--- config.mk ---
export PLATFORM = sky130hd
export DESIGN_NAME = dma_chain_seq
export DESIGN_NICKNAME = d
export VERILOG_FILES = /design/src/rtl/dma_chain_pkg.sv /design/src/rtl/dma_desc_fetch.sv /design/src/rtl/dma_desc_counter.sv /design/src/rtl/dma_chain_ctrl.sv /design/src/rtl/dma_chain_seq.sv
export SDC_FILE = /design/constraint.sdc
export NUM_CORES = 1
export LEC_CHECK = 0
export BUFFER_PORTS_ARGS = -buffer_cell sky130_fd_sc_hd__buf_2
export CAP_MARGIN = 20
export CORE_MARGIN = 3
export CORE_UTILIZATION = 45
export CTS_CLUSTER_DIAMETER = 200
export CTS_CLUSTER_SIZE = 10
export DETAILED_ROUTE_END_ITERATION = 8
export GPL_TIMING_DRIVEN = 1
export HOLD_SLACK_MARGIN = 0.08
export PLACE_DENSITY = 0.69
export RECOVER_POWER = 100
export SLEW_MARGIN = 5
export SYNTH_ARGS = -nofsm -noshare
export SYNTH_HDL_FRONTEND = slang
export SYNTH_SLANG_ARGS = --single-unit
--- constraint.sdc ---
create_clock -name clk -period 5.9 [get_ports clk]
set_input_delay 1.18 -clock clk [delete_from_list [all_inputs] [get_ports clk]]
set_output_delay 1.18 -clock clk [all_outputs]
set_load 0.1 [all_outputs]
--- src/rtl/dma_chain_pkg.sv ---
package dma_chain_pkg;
   localparam int WORD_W     = 32;
   localparam int DESC_WORDS = 4;
   localparam int LINK_STOP  = 0;
   localparam int LINK_NOTE  = 1;

   typedef enum logic [1:0] {
      ST_IDLE,
      ST_FETCH,
      ST_XFER,
      ST_DECIDE
   } seq_state_e;

   typedef struct packed {
      logic [WORD_W-1:0] src;
      logic [WORD_W-1:0] dst;
      logic [WORD_W-1:0] link;
      logic [WORD_W-1:0] ctrl;
   } desc_t;
endpackage

--- src/rtl/dma_desc_fetch.sv ---
module dma_desc_fetch
   import dma_chain_pkg::*;
#(
   parameter int ADDR_W = 32
) (
   input  logic              clk,
   input  logic              rst_n,
   input  logic              go,
   input  logic [ADDR_W-1:0] go_addr,
   output logic              rd_req,
   output logic [ADDR_W-1:0] rd_addr,
   input  logic              rd_ack,
   input  logic [WORD_W-1:0] rd_data,
   output desc_t             words,
   output logic              done
);
   localparam int BASE_W = ADDR_W - 4;

   logic              active;
   logic [1:0]        idx;
   logic [BASE_W-1:0] base_q;
   logic [WORD_W-1:0] wq [DESC_WORDS];
   logic              take;

   assign take = active && rd_ack;

   always_ff @(posedge clk or negedge rst_n) begin
      if (!rst_n) begin
         active <= 1'b0;
         idx    <= '0;
         base_q <= '0;
         done   <= 1'b0;
      end else begin
         done <= take && (idx == 2'd3);
         if (go) begin
            active <= 1'b1;
            idx    <= '0;
            base_q <= go_addr[ADDR_W-1:4];
         end else if (take) begin
            idx <= idx + 2'd1;
            if (idx == 2'd3) active <= 1'b0;
         end
      end
   end

   for (genvar w = 0; w < DESC_WORDS; w++) begin : g_word
      always_ff @(posedge clk or negedge rst_n) begin
         if (!rst_n) wq[w] <= '0;
         else if (take && (idx == 2'(w))) wq[w] <= rd_data;
      end
   end

   assign rd_req  = active;
   assign rd_addr = {base_q, idx, 2'b00};
   assign words   = '{src: wq[0], dst: wq[1], link: wq[2], ctrl: wq[3]};

   p_hold_req_r2: assert property (@(posedge clk) disable iff (!rst_n)
      (rd_req && !rd_ack) |=> (rd_req && $stable(rd_addr)));
endmodule

--- src/rtl/dma_desc_counter.sv ---
module dma_desc_counter #(
   parameter int CNT_W    = 16,
   parameter bit SATURATE = 1'b0
) (
   input  logic             clk,
   input  logic             rst_n,
   input  logic             inc,
   input  logic             clr,
   output logic [CNT_W-1:0] count
);
   logic [CNT_W-1:0] next_up;

   if (SATURATE) begin : g_sat
      assign next_up = (count == '1) ? count : count + 1'b1;
   end else begin : g_wrap
      assign next_up = count + 1'b1;
   end

   always_ff @(posedge clk or negedge rst_n) begin
      if (!rst_n)   count <= '0;
      else if (clr) count <= '0;
      else if (inc) count <= next_up;
   end

   p_count_step_r6: assert property (@(posedge clk) disable iff (!rst_n)
      (!clr && inc && count != '1) |=> (count == $past(count) + 1'b1));
   p_count_clear_r6: assert property (@(posedge clk) disable iff (!rst_n)
      clr |=> (count == '0));
endmodule

--- src/rtl/dma_chain_ctrl.sv ---
module dma_chain_ctrl
   import dma_chain_pkg::*;
#(
   parameter int ADDR_W = 32,
   parameter int LEN_W  = 13
) (
   input  logic              clk,
   input  logic              rst_n,
   input  logic              en_set,
   input  logic              stop_req,
   input  logic              chain_en,
   input  logic [ADDR_W-1:0] head_addr,
   input  logic [ADDR_W-1:0] dir_src,
   input  logic [ADDR_W-1:0] dir_dst,
   input  logic [LEN_W-1:0]  dir_len,
   output logic              fetch_go,
   output logic [ADDR_W-1:0] fetch_addr,
   input  logic              fetch_done,
   input  desc_t             fetch_words,
   output logic              mv_start,
   output logic [ADDR_W-1:0] mv_src,
   output logic [ADDR_W-1:0] mv_dst,
   output logic [LEN_W-1:0]  mv_len,
   input  logic              mv_done,
   output logic              busy,
   output logic              cnt_inc,
   output logic              desc_irq,
   output logic              xfer_done
);
   seq_state_e        state;
   logic              stop_pend, chain_q, start_ok, in_decide, chain_end;
   logic [WORD_W-1:0] link_q;

   assign start_ok   = (state == ST_IDLE) && en_set;
   assign in_decide  = (state == ST_DECIDE);
   assign chain_end  = in_decide && (!chain_q || link_q[LINK_STOP] || stop_pend);
   assign fetch_go   = (start_ok && chain_en) || (in_decide && !chain_end);
   assign fetch_addr = start_ok ? head_addr : link_q[ADDR_W-1:0];
   assign cnt_inc    = in_decide && chain_q;
   assign desc_irq   = in_decide && chain_q && link_q[LINK_NOTE];
   assign xfer_done  = chain_end;

   always_ff @(posedge clk or negedge rst_n) begin
      if (!rst_n) begin
         state     <= ST_IDLE;
         busy      <= 1'b0;
         stop_pend <= 1'b0;
         chain_q   <= 1'b0;
         link_q    <= '0;
         mv_src    <= '0;
         mv_dst    <= '0;
         mv_len    <= '0;
         mv_start  <= 1'b0;
      end else begin
         mv_start <= 1'b0;
         if (stop_req && state != ST_IDLE) stop_pend <= 1'b1;
         case (state)
            ST_IDLE: if (en_set) begin
               busy      <= 1'b1;
               stop_pend <= 1'b0;
               chain_q   <= chain_en;
               if (chain_en) begin
                  state <= ST_FETCH;
               end else begin
                  mv_src   <= dir_src;
                  mv_dst   <= dir_dst;
                  mv_len   <= dir_len;
                  link_q   <= '0;
                  mv_start <= 1'b1;
                  state    <= ST_XFER;
               end
            end
            ST_FETCH: if (fetch_done) begin
               mv_src   <= fetch_words.src[ADDR_W-1:0];
               mv_dst   <= fetch_words.dst[ADDR_W-1:0];
               mv_len   <= fetch_words.ctrl[LEN_W-1:0];
               link_q   <= fetch_words.link;
               mv_start <= 1'b1;
               state    <= ST_XFER;
            end
            ST_XFER: if (mv_done && !mv_start) state <= ST_DECIDE;
            ST_DECIDE: begin
               if (chain_end) begin
                  state <= ST_IDLE;
                  busy  <= 1'b0;
               end else begin
                  state <= ST_FETCH;
               end
            end
            default: state <= ST_IDLE;
         endcase
      end
   end

   p_start_pulse_r3: assert property (@(posedge clk) disable iff (!rst_n)
      mv_start |=> !mv_start);
   p_irq_busy_r5: assert property (@(posedge clk) disable iff (!rst_n)
      desc_irq |-> busy);
   p_busy_drop_r7: assert property (@(posedge clk) disable iff (!rst_n)
      xfer_done |=> !busy);
   p_rise_on_enable_r10: assert property (@(posedge clk) disable iff (!rst_n)
      $rose(busy) |-> $past(en_set));
endmodule

--- src/rtl/dma_chain_seq.sv ---
module dma_chain_seq
   import dma_chain_pkg::*;
#(
   parameter int ADDR_W    = 32,
   parameter int LEN_W     = 13,
   parameter int CNT_W     = 16,
   parameter bit CNT_SATUR = 1'b0
) (
   input  logic              clk,
   input  logic              rst_n,
   input  logic              ch_enable,
   input  logic              ch_stop,
   input  logic              chain_mode,
   input  logic [ADDR_W-1:0] head_addr,
   input  logic [ADDR_W-1:0] direct_src,
   input  logic [ADDR_W-1:0] direct_dst,
   input  logic [LEN_W-1:0]  direct_len,
   input  logic              count_clear,
   output logic              busy,
   output logic [CNT_W-1:0]  done_count,
   output logic              rd_req,
   output logic [ADDR_W-1:0] rd_addr,
   input  logic              rd_ack,
   input  logic [WORD_W-1:0] rd_data,
   output logic              mv_start,
   output logic [ADDR_W-1:0] mv_src,
   output logic [ADDR_W-1:0] mv_dst,
   output logic [LEN_W-1:0]  mv_len,
   input  logic              mv_done,
   output logic              desc_irq,
   output logic              chain_done
);
   if (ADDR_W < 8 || ADDR_W > WORD_W) begin : g_bad_addr
      $error("ADDR_W must lie between 8 and the word width");
   end
   if (LEN_W < 1 || LEN_W > WORD_W) begin : g_bad_len
      $error("LEN_W must fit inside the control word");
   end
   if (CNT_W < 1) begin : g_bad_cnt
      $error("CNT_W must be positive");
   end

   logic              f_go, f_done, c_inc;
   logic [ADDR_W-1:0] f_addr;
   desc_t             f_words;

   dma_desc_fetch #(.ADDR_W(ADDR_W)) u_fetch (
      .clk(clk), .rst_n(rst_n), .go(f_go), .go_addr(f_addr),
      .rd_req(rd_req), .rd_addr(rd_addr), .rd_ack(rd_ack), .rd_data(rd_data),
      .words(f_words), .done(f_done)
   );

   dma_chain_ctrl #(.ADDR_W(ADDR_W), .LEN_W(LEN_W)) u_ctrl (
      .clk(clk), .rst_n(rst_n), .en_set(ch_enable), .stop_req(ch_stop),
      .chain_en(chain_mode), .head_addr(head_addr),
      .dir_src(direct_src), .dir_dst(direct_dst), .dir_len(direct_len),
      .fetch_go(f_go), .fetch_addr(f_addr), .fetch_done(f_done), .fetch_words(f_words),
      .mv_start(mv_start), .mv_src(mv_src), .mv_dst(mv_dst), .mv_len(mv_len),
      .mv_done(mv_done), .busy(busy), .cnt_inc(c_inc),
      .desc_irq(desc_irq), .xfer_done(chain_done)
   );

   dma_desc_counter #(.CNT_W(CNT_W), .SATURATE(CNT_SATUR)) u_count (
      .clk(clk), .rst_n(rst_n), .inc(c_inc), .clr(count_clear), .count(done_count)
   );

   p_reads_while_busy_r7: assert property (@(posedge clk) disable iff (!rst_n)
      rd_req |-> busy);
endmodule

==> Word level (Yosys, flattened, before mapping) <==
Cells that the tools add are included.
{ "totals": {"regBits": 272, "input_bits": 149, "out_inout_bits": 130, "wordCells": 103} }
{ "classes": {"addsub": 2, "n_eq_ne": 11, "n_mux": 40, "reduce_logical": 32} }
{ "ops": {"columns": ["op", "count"], "rows": [
  ["$mux 32", 10],
  ["$pmux 32 s2", 3],
  ["$mux 13", 3],
  ["$mux 16", 2],
  ["$pmux 13 s2", 1],
  ["$add 16x1->16 const B", 1],
  ["$logic_and 1x1->1", 13],
  ["$mux 1", 12],
  ["$mux 2", 6],
  ["$reduce_bool 2->1", 6],
  ["$eq 2x2->1 const B", 4],
  ["$ne 2x2->1 const B", 4],
  ["$pmux 2 s4", 1],
  ["$reduce_and 3->1", 2],
  ["$eq 2x1->1 const B", 2],
  ["$logic_not 2->1", 2],
  ["$pmux 1 s2", 2],
  ["$reduce_and 2->1", 2],
  ["$reduce_and 4->1", 1],
  ["$logic_not 1->1", 3],
  ["$logic_or 1x1->1", 3],
  ["$add 2x1->2 const B", 1],
  ["$ne 2x1->1 const B", 1]
]} }

==> Logic depth before layout (Yosys ltp) <==
{ "logic_depth": {"depth_word": 9, "mapped_depth": 9, "mapped_depth_nobuf": 6} }

==> Hierarchy <==
From an unflattened synthesis, not the netlist that was laid out.
{ "hier_totals": {"hier_cells": 902, "hier_area_um2": 13485.4} }
{ "modules_own_cells": {"columns": ["module", "n_inst", "cells_per_inst", "area_per_inst_um2", "seq_area_each_um2"], "rows": [
  ["dma_desc_fetch", 1, 355, 6576.3, 4003.8],
  ["dma_chain_ctrl", 1, 465, 6037.0, 2877.8],
  ["dma_desc_counter", 1, 82, 872.1, 400.4]
]} }

==> Least setup slack after synthesis <==
OpenSTA, ideal clock, no wires.
{ "synth_path": {"path_kind": "flip-flop to output port", "startpoint": "register u_ctrl.state[1]", "endpoint": "output port chain_done", "arrival_time_ns": 2.858, "required_ns": 4.720, "setup_slack_ns": 1.862, "stages_incl_launch_ff": 3, "path_buffers": 0, "path_cell_list": "dfrtp_1 ha_1 a21boi_0"} }
{ "synth_via": {"elab_chain_cells": 2} }
{ "synth_rtl": {"columns": ["element", "line_no", "source"], "rows": [
  ["from (decl)", "dma_chain_ctrl.sv:30", "seq_state_e state;"],
  ["from (signal assigned)", "dma_chain_ctrl.sv:45", "state <= ST_IDLE;"],
  ["from (signal assigned)", "dma_chain_ctrl.sv:63", "state <= ST_FETCH;"],
  ["from (signal assigned)", "dma_chain_ctrl.sv:70", "state <= ST_XFER;"],
  ["$eq 2x2->1", "dma_chain_ctrl.sv:35", "assign in_decide = (state == ST_DECIDE);"],
  ["$logic_and 1x1->1", "dma_chain_ctrl.sv:36", "assign chain_end = in_decide && (!chain_q || link_q[LINK_STOP] || stop_pend);"],
  ["to (decl)", "dma_chain_seq.sv:31", "output logic chain_done"]
]} }
No other way between the ends.

==> Final worst setup path <==
{ "layout_path": {"startpoint": "register u_ctrl.state[1]", "endpoint": "register u_ctrl.mv_src[31]"} }
{ "layout_via": {"elab_chain_cells": 3, "elab_cells_between_ends": 8, "classes_between": "eq/ne (4); mux (1); reduce/logical (3)"} }
{ "layout_rtl": {"columns": ["element", "line_no", "source"], "rows": [
  ["$eq 2x1->1 or $logic_not 2->1 (tied branches)", "dma_chain_ctrl.sv:57", "case (state)"],
  ["$ne 2x2->1 (no source line) or $reduce_bool 2->1 (tied branches)", null, null],
  ["$reduce_and 4->1 (no source line)", null, null],
  ["to (signal assigned)", "dma_chain_ctrl.sv:65", "mv_src <= dir_src;"],
  ["to (signal assigned)", "dma_chain_ctrl.sv:74", "mv_src <= fetch_words.src[ADDR_W-1:0];"],
  ["to (decl)", "dma_chain_ctrl.sv:21", "output logic [ADDR_W-1:0] mv_src,"]
]} }
Parallel ways exist; a longest one is shown, timed or not.
A chain may end at the register's enable or synchronous reset.

==> qor.csv <==
stage,metric,value,unit
synthesis,XOR/XNOR Fraction of Synth Area,0.8943,%
placed_design,GP Congestion,0.7853,
finish,# nets final,1296,
synthesis,ys flop type,dfrtp_1,
synthesis,leading cell types by total area after synthesis,"dfrtp_1 (57%), mux2_2 (23%), mux2i_1 (5.1%)",
setup_path,critical path's slowest cell,ha_1,
synthesis,largest family of logic cells by synthesized area,multiplexers,
setup_path,worst reg2reg path depth,5,
setup_path,R2R setup slack,1.87,ns
clock_network,# hold bufs at CTS,0,
clock_network,worst-case clock buffer depth,3,
status,violated checks,"capacitance limit, slew limit",
synthesis,async set-reset flop share out of synthesis,100.0,%
clock_network,Skew-Pair Late Insertion Delay,0.54,ns
global_routing,largest net degree at the start of global routing,111,
timing,RSZ-0062 raised after global routing,no,
clock_network,cts repair resizes,0,
global_routing,vias in the first global route,7826,
global_routing,first-pass GRT wire length,44.15,mm
setup_path,critical path peak fanout,59,
synthesis,Synth Area in Adders,1.065,%
timing,final hold vios,0,
timing,final setup TNS,0,ns
finish,Area Overhead vs Synth,18.47,%
timing,Worst slew margin,-87.36,%
setup_path,r2r endpoint,u_ctrl.mv_src[31],
global_routing,GRT met2 Usage,30.93,%
floorplan,Die Y,167.6,um
floorplan,Initial Util,46.27,%
global_routing,M1 GR Usage,27.52,%
synthesis,"area leader, netlist",dfrtp_1,
clock_network,clk slew on worst S/H paths,0.06,ns
synthesis,"Avg Cell Area, Syn",13.48,um2
detailed_routing,DRC Markers,0,
synthesis,mux cell area share after synthesis,30.21,%
clock_network,CTS Buf Count,30,
detailed_routing,DRT Pass-1 Iters,5,
setup_path,worst setup path end,u_ctrl.mv_src[31],
setup_path,"Largest delay share family, worst path",adder cells,
setup_path,worst path cell trace,inv_1 -> ha_1 -> buf_4 -> mux2_2 -> mux2_1,
global_routing,initial antenna violation count,6,
clock_network,CTS tree,built,
setup_path,critical path depth,5,
clock_network,CTS sink cnt,268,
floorplan,I/O Pins,279,
synthesis,"Cell Area, Synth",11750,um2
timing,Fin Clk Skew,0.008700,ns
setup_path,CP Capture Type,register,
global_routing,GRT met3 Usage,3.777,%
timing,# setup viols final,0,
setup_path,crit-path max cell delay,1.72,ns
clock_network,CTS H-tree lvls,1,
synthesis,"EDFF count, synth",0,
floorplan,Rows,58,
timing,period utilisation layout,68.38,%
detailed_routing,vias post-DR,7557,
placed_design,I/O Buffers,272,
floorplan,die width,167.6,um
setup_path,Critical Path RT,6.33,ns
synthesis,post-synthesis sequential area ratio,57.06,%
timing,Max Slew Vio Count,283,
synthesis,synth warn,0,
synthesis,Compound-Gate Fraction of Synth Area,2.523,%
run,Max-Cap Viols,5,
setup_path,crit path DAT,4.46,ns
setup_path,CP Launch Type,register,
placed_design,post-DP HPWL,18.59,mm
floorplan,full die area,28090,um2
detailed_routing,vias per inst,5.137,
setup_path,CP Buf/Inv Count,2,
synthesis,post-synthesis simple-gate area fraction,4.535,%
setup_path,Critical path origin,u_ctrl.state[1],
detailed_routing,final wirelength,27.64,mm
detailed_routing,Avg WL per Cell,18.79,um
clock_network,Setup Buffers After CTS,0,
synthesis,Synth top cells by count,"dfrtp_1 (268), mux2_2 (245), nand2_1 (72)",
floorplan,Core Area,25400,um2
setup_path,Crit Path Class,register to register,
synthesis,Synth cell types,36,
global_routing,grt ovf,0,
detailed_routing,Detail Route Antenna Nets,0,
timing,fin crit period,4.034,ns
timing,Tightest Pin Transition,2.810,ns
synthesis,post-synth top area share,57.06,%
synthesis,"count leader, synth",dfrtp_1,
finish,Filler Cell Count,2247,
synthesis,Yosys reg bits,268,
finish,layout cells sized above 1,37.64,%
global_routing,GRT Total Usage,19.44,%
status,run status,finished with violations,
clock_network,CTS root buf,clkbuf_16,
setup_path,RR Startpoint,u_ctrl.state[1],
synthesis,Synth Instances,872,
worst_hold_path,Hold WC Path Type,register to register,
detailed_routing,DR iter-0 viols,433,
global_routing,layer with the highest usage,met2,
timing,Max Fclk,0.2479,GHz
==> cell families (layout without fill, tap and decap cells) <==
family,Yosys count,after routing
other,1,6
muxes,322,322
xor gates and xnor gates,12,12
adders and majority gates,10,10
DFF,268,268
and+or+nand+nor,122,122
AOI/OAI and AO/OA,50,50
buffers and inverters,87,351
==> worst min-delay path by stage <==
stage	startpoint	depth (start not counted)	slack [ns]	endpoint
global route	u_fetch.base_q[15]	2	0.50	u_fetch.base_q[15]
floorplan	u_fetch.words[64]	1	0.47	u_fetch.words[64]
CTS	u_fetch.base_q[15]	2	0.48	u_fetch.base_q[15]
global placement	u_fetch.base_q[16]	2	0.46	u_fetch.base_q[16]
detailed placement	u_fetch.base_q[15]	2	0.47	u_fetch.base_q[15]
finish	u_fetch.base_q[15]	2	0.48	u_fetch.base_q[15]
==> state kept, by name, summed over array words and instances, names as in the netlist, 2 cells and up <==
name	flops
u_fetch.idx	2
u_fetch.words	107
u_fetch.base_q	28
u_ctrl.mv_dst	32
u_ctrl.mv_len	13
u_ctrl.state	2
u_count.count	16
u_ctrl.link_q	30
u_ctrl.mv_src	32
==> cell usage in the layout (no fill, tap or decap), drive strengths merged, types with 7 or more instances in the layout <==
master	Yosys	final
nand4	7	7
inv	40	40
a21oi	10	10
nand3	11	11
nand2	72	72
nor2	16	16
mux2	262	262
mux2i	60	60
buf	20	147
clkbuf	27	164
o21ai	32	32
ha	10	10
dfrtp	268	268
==> per-stage QoR <==
step | hold slack, ns | setup WS (ns) | area, um2 | std cells | util (%)
after floorplan | 0.4736 | 1.862 | 11760 | 873 | -
after global placement | 0.4568 | 2.930 | 13340 | 1433 | 52.53
after detailed placement | 0.4657 | 2.918 | 13340 | 1433 | 52.53
after CTS | 0.4778 | 2.657 | 14130 | 1465 | 55.64
after global routing | 0.4995 | 1.575 | 13920 | 1471 | 54.82
final | 0.4772 | 1.866 | 13920 | 1471 | 54.82
==> worst register-to-register path: cells and delay by family, from the launching register on <==
| family | cells | cell delay [ns] |
|---|---|---|
| buf+inv | 2 | 1.01 |
| fa+ha+maj | 1 | 1.72 |
| flops | 1 | 0.41 |
| mux | 2 | 0.79 |
==> per-layer routing <==
metal	part of all wire, %	routed length, um
met1	45	12450
met2	46	12800
met3	6.1	1673
met4	2.5	685
met5	0.11	30
==> final cells by class <==
cell class / count / area, um2 / share of cell area [%]
antenna: 4 / 10.01 / 0.07189
clock buffer: 32 / 789.5 / 5.670
inverter: 40 / 152.6 / 1.096
multi-input combinational: 518 / 4594 / 33.00
sequential: 268 / 6706 / 48.17
tap: 330 / 412.9 / 2.965
timing repair buffer: 279 / 1257 / 9.031
Power is left out: the tool's default activity adds up to more than one toggle a clock period on the data nets, which glitch-free logic cannot reach.
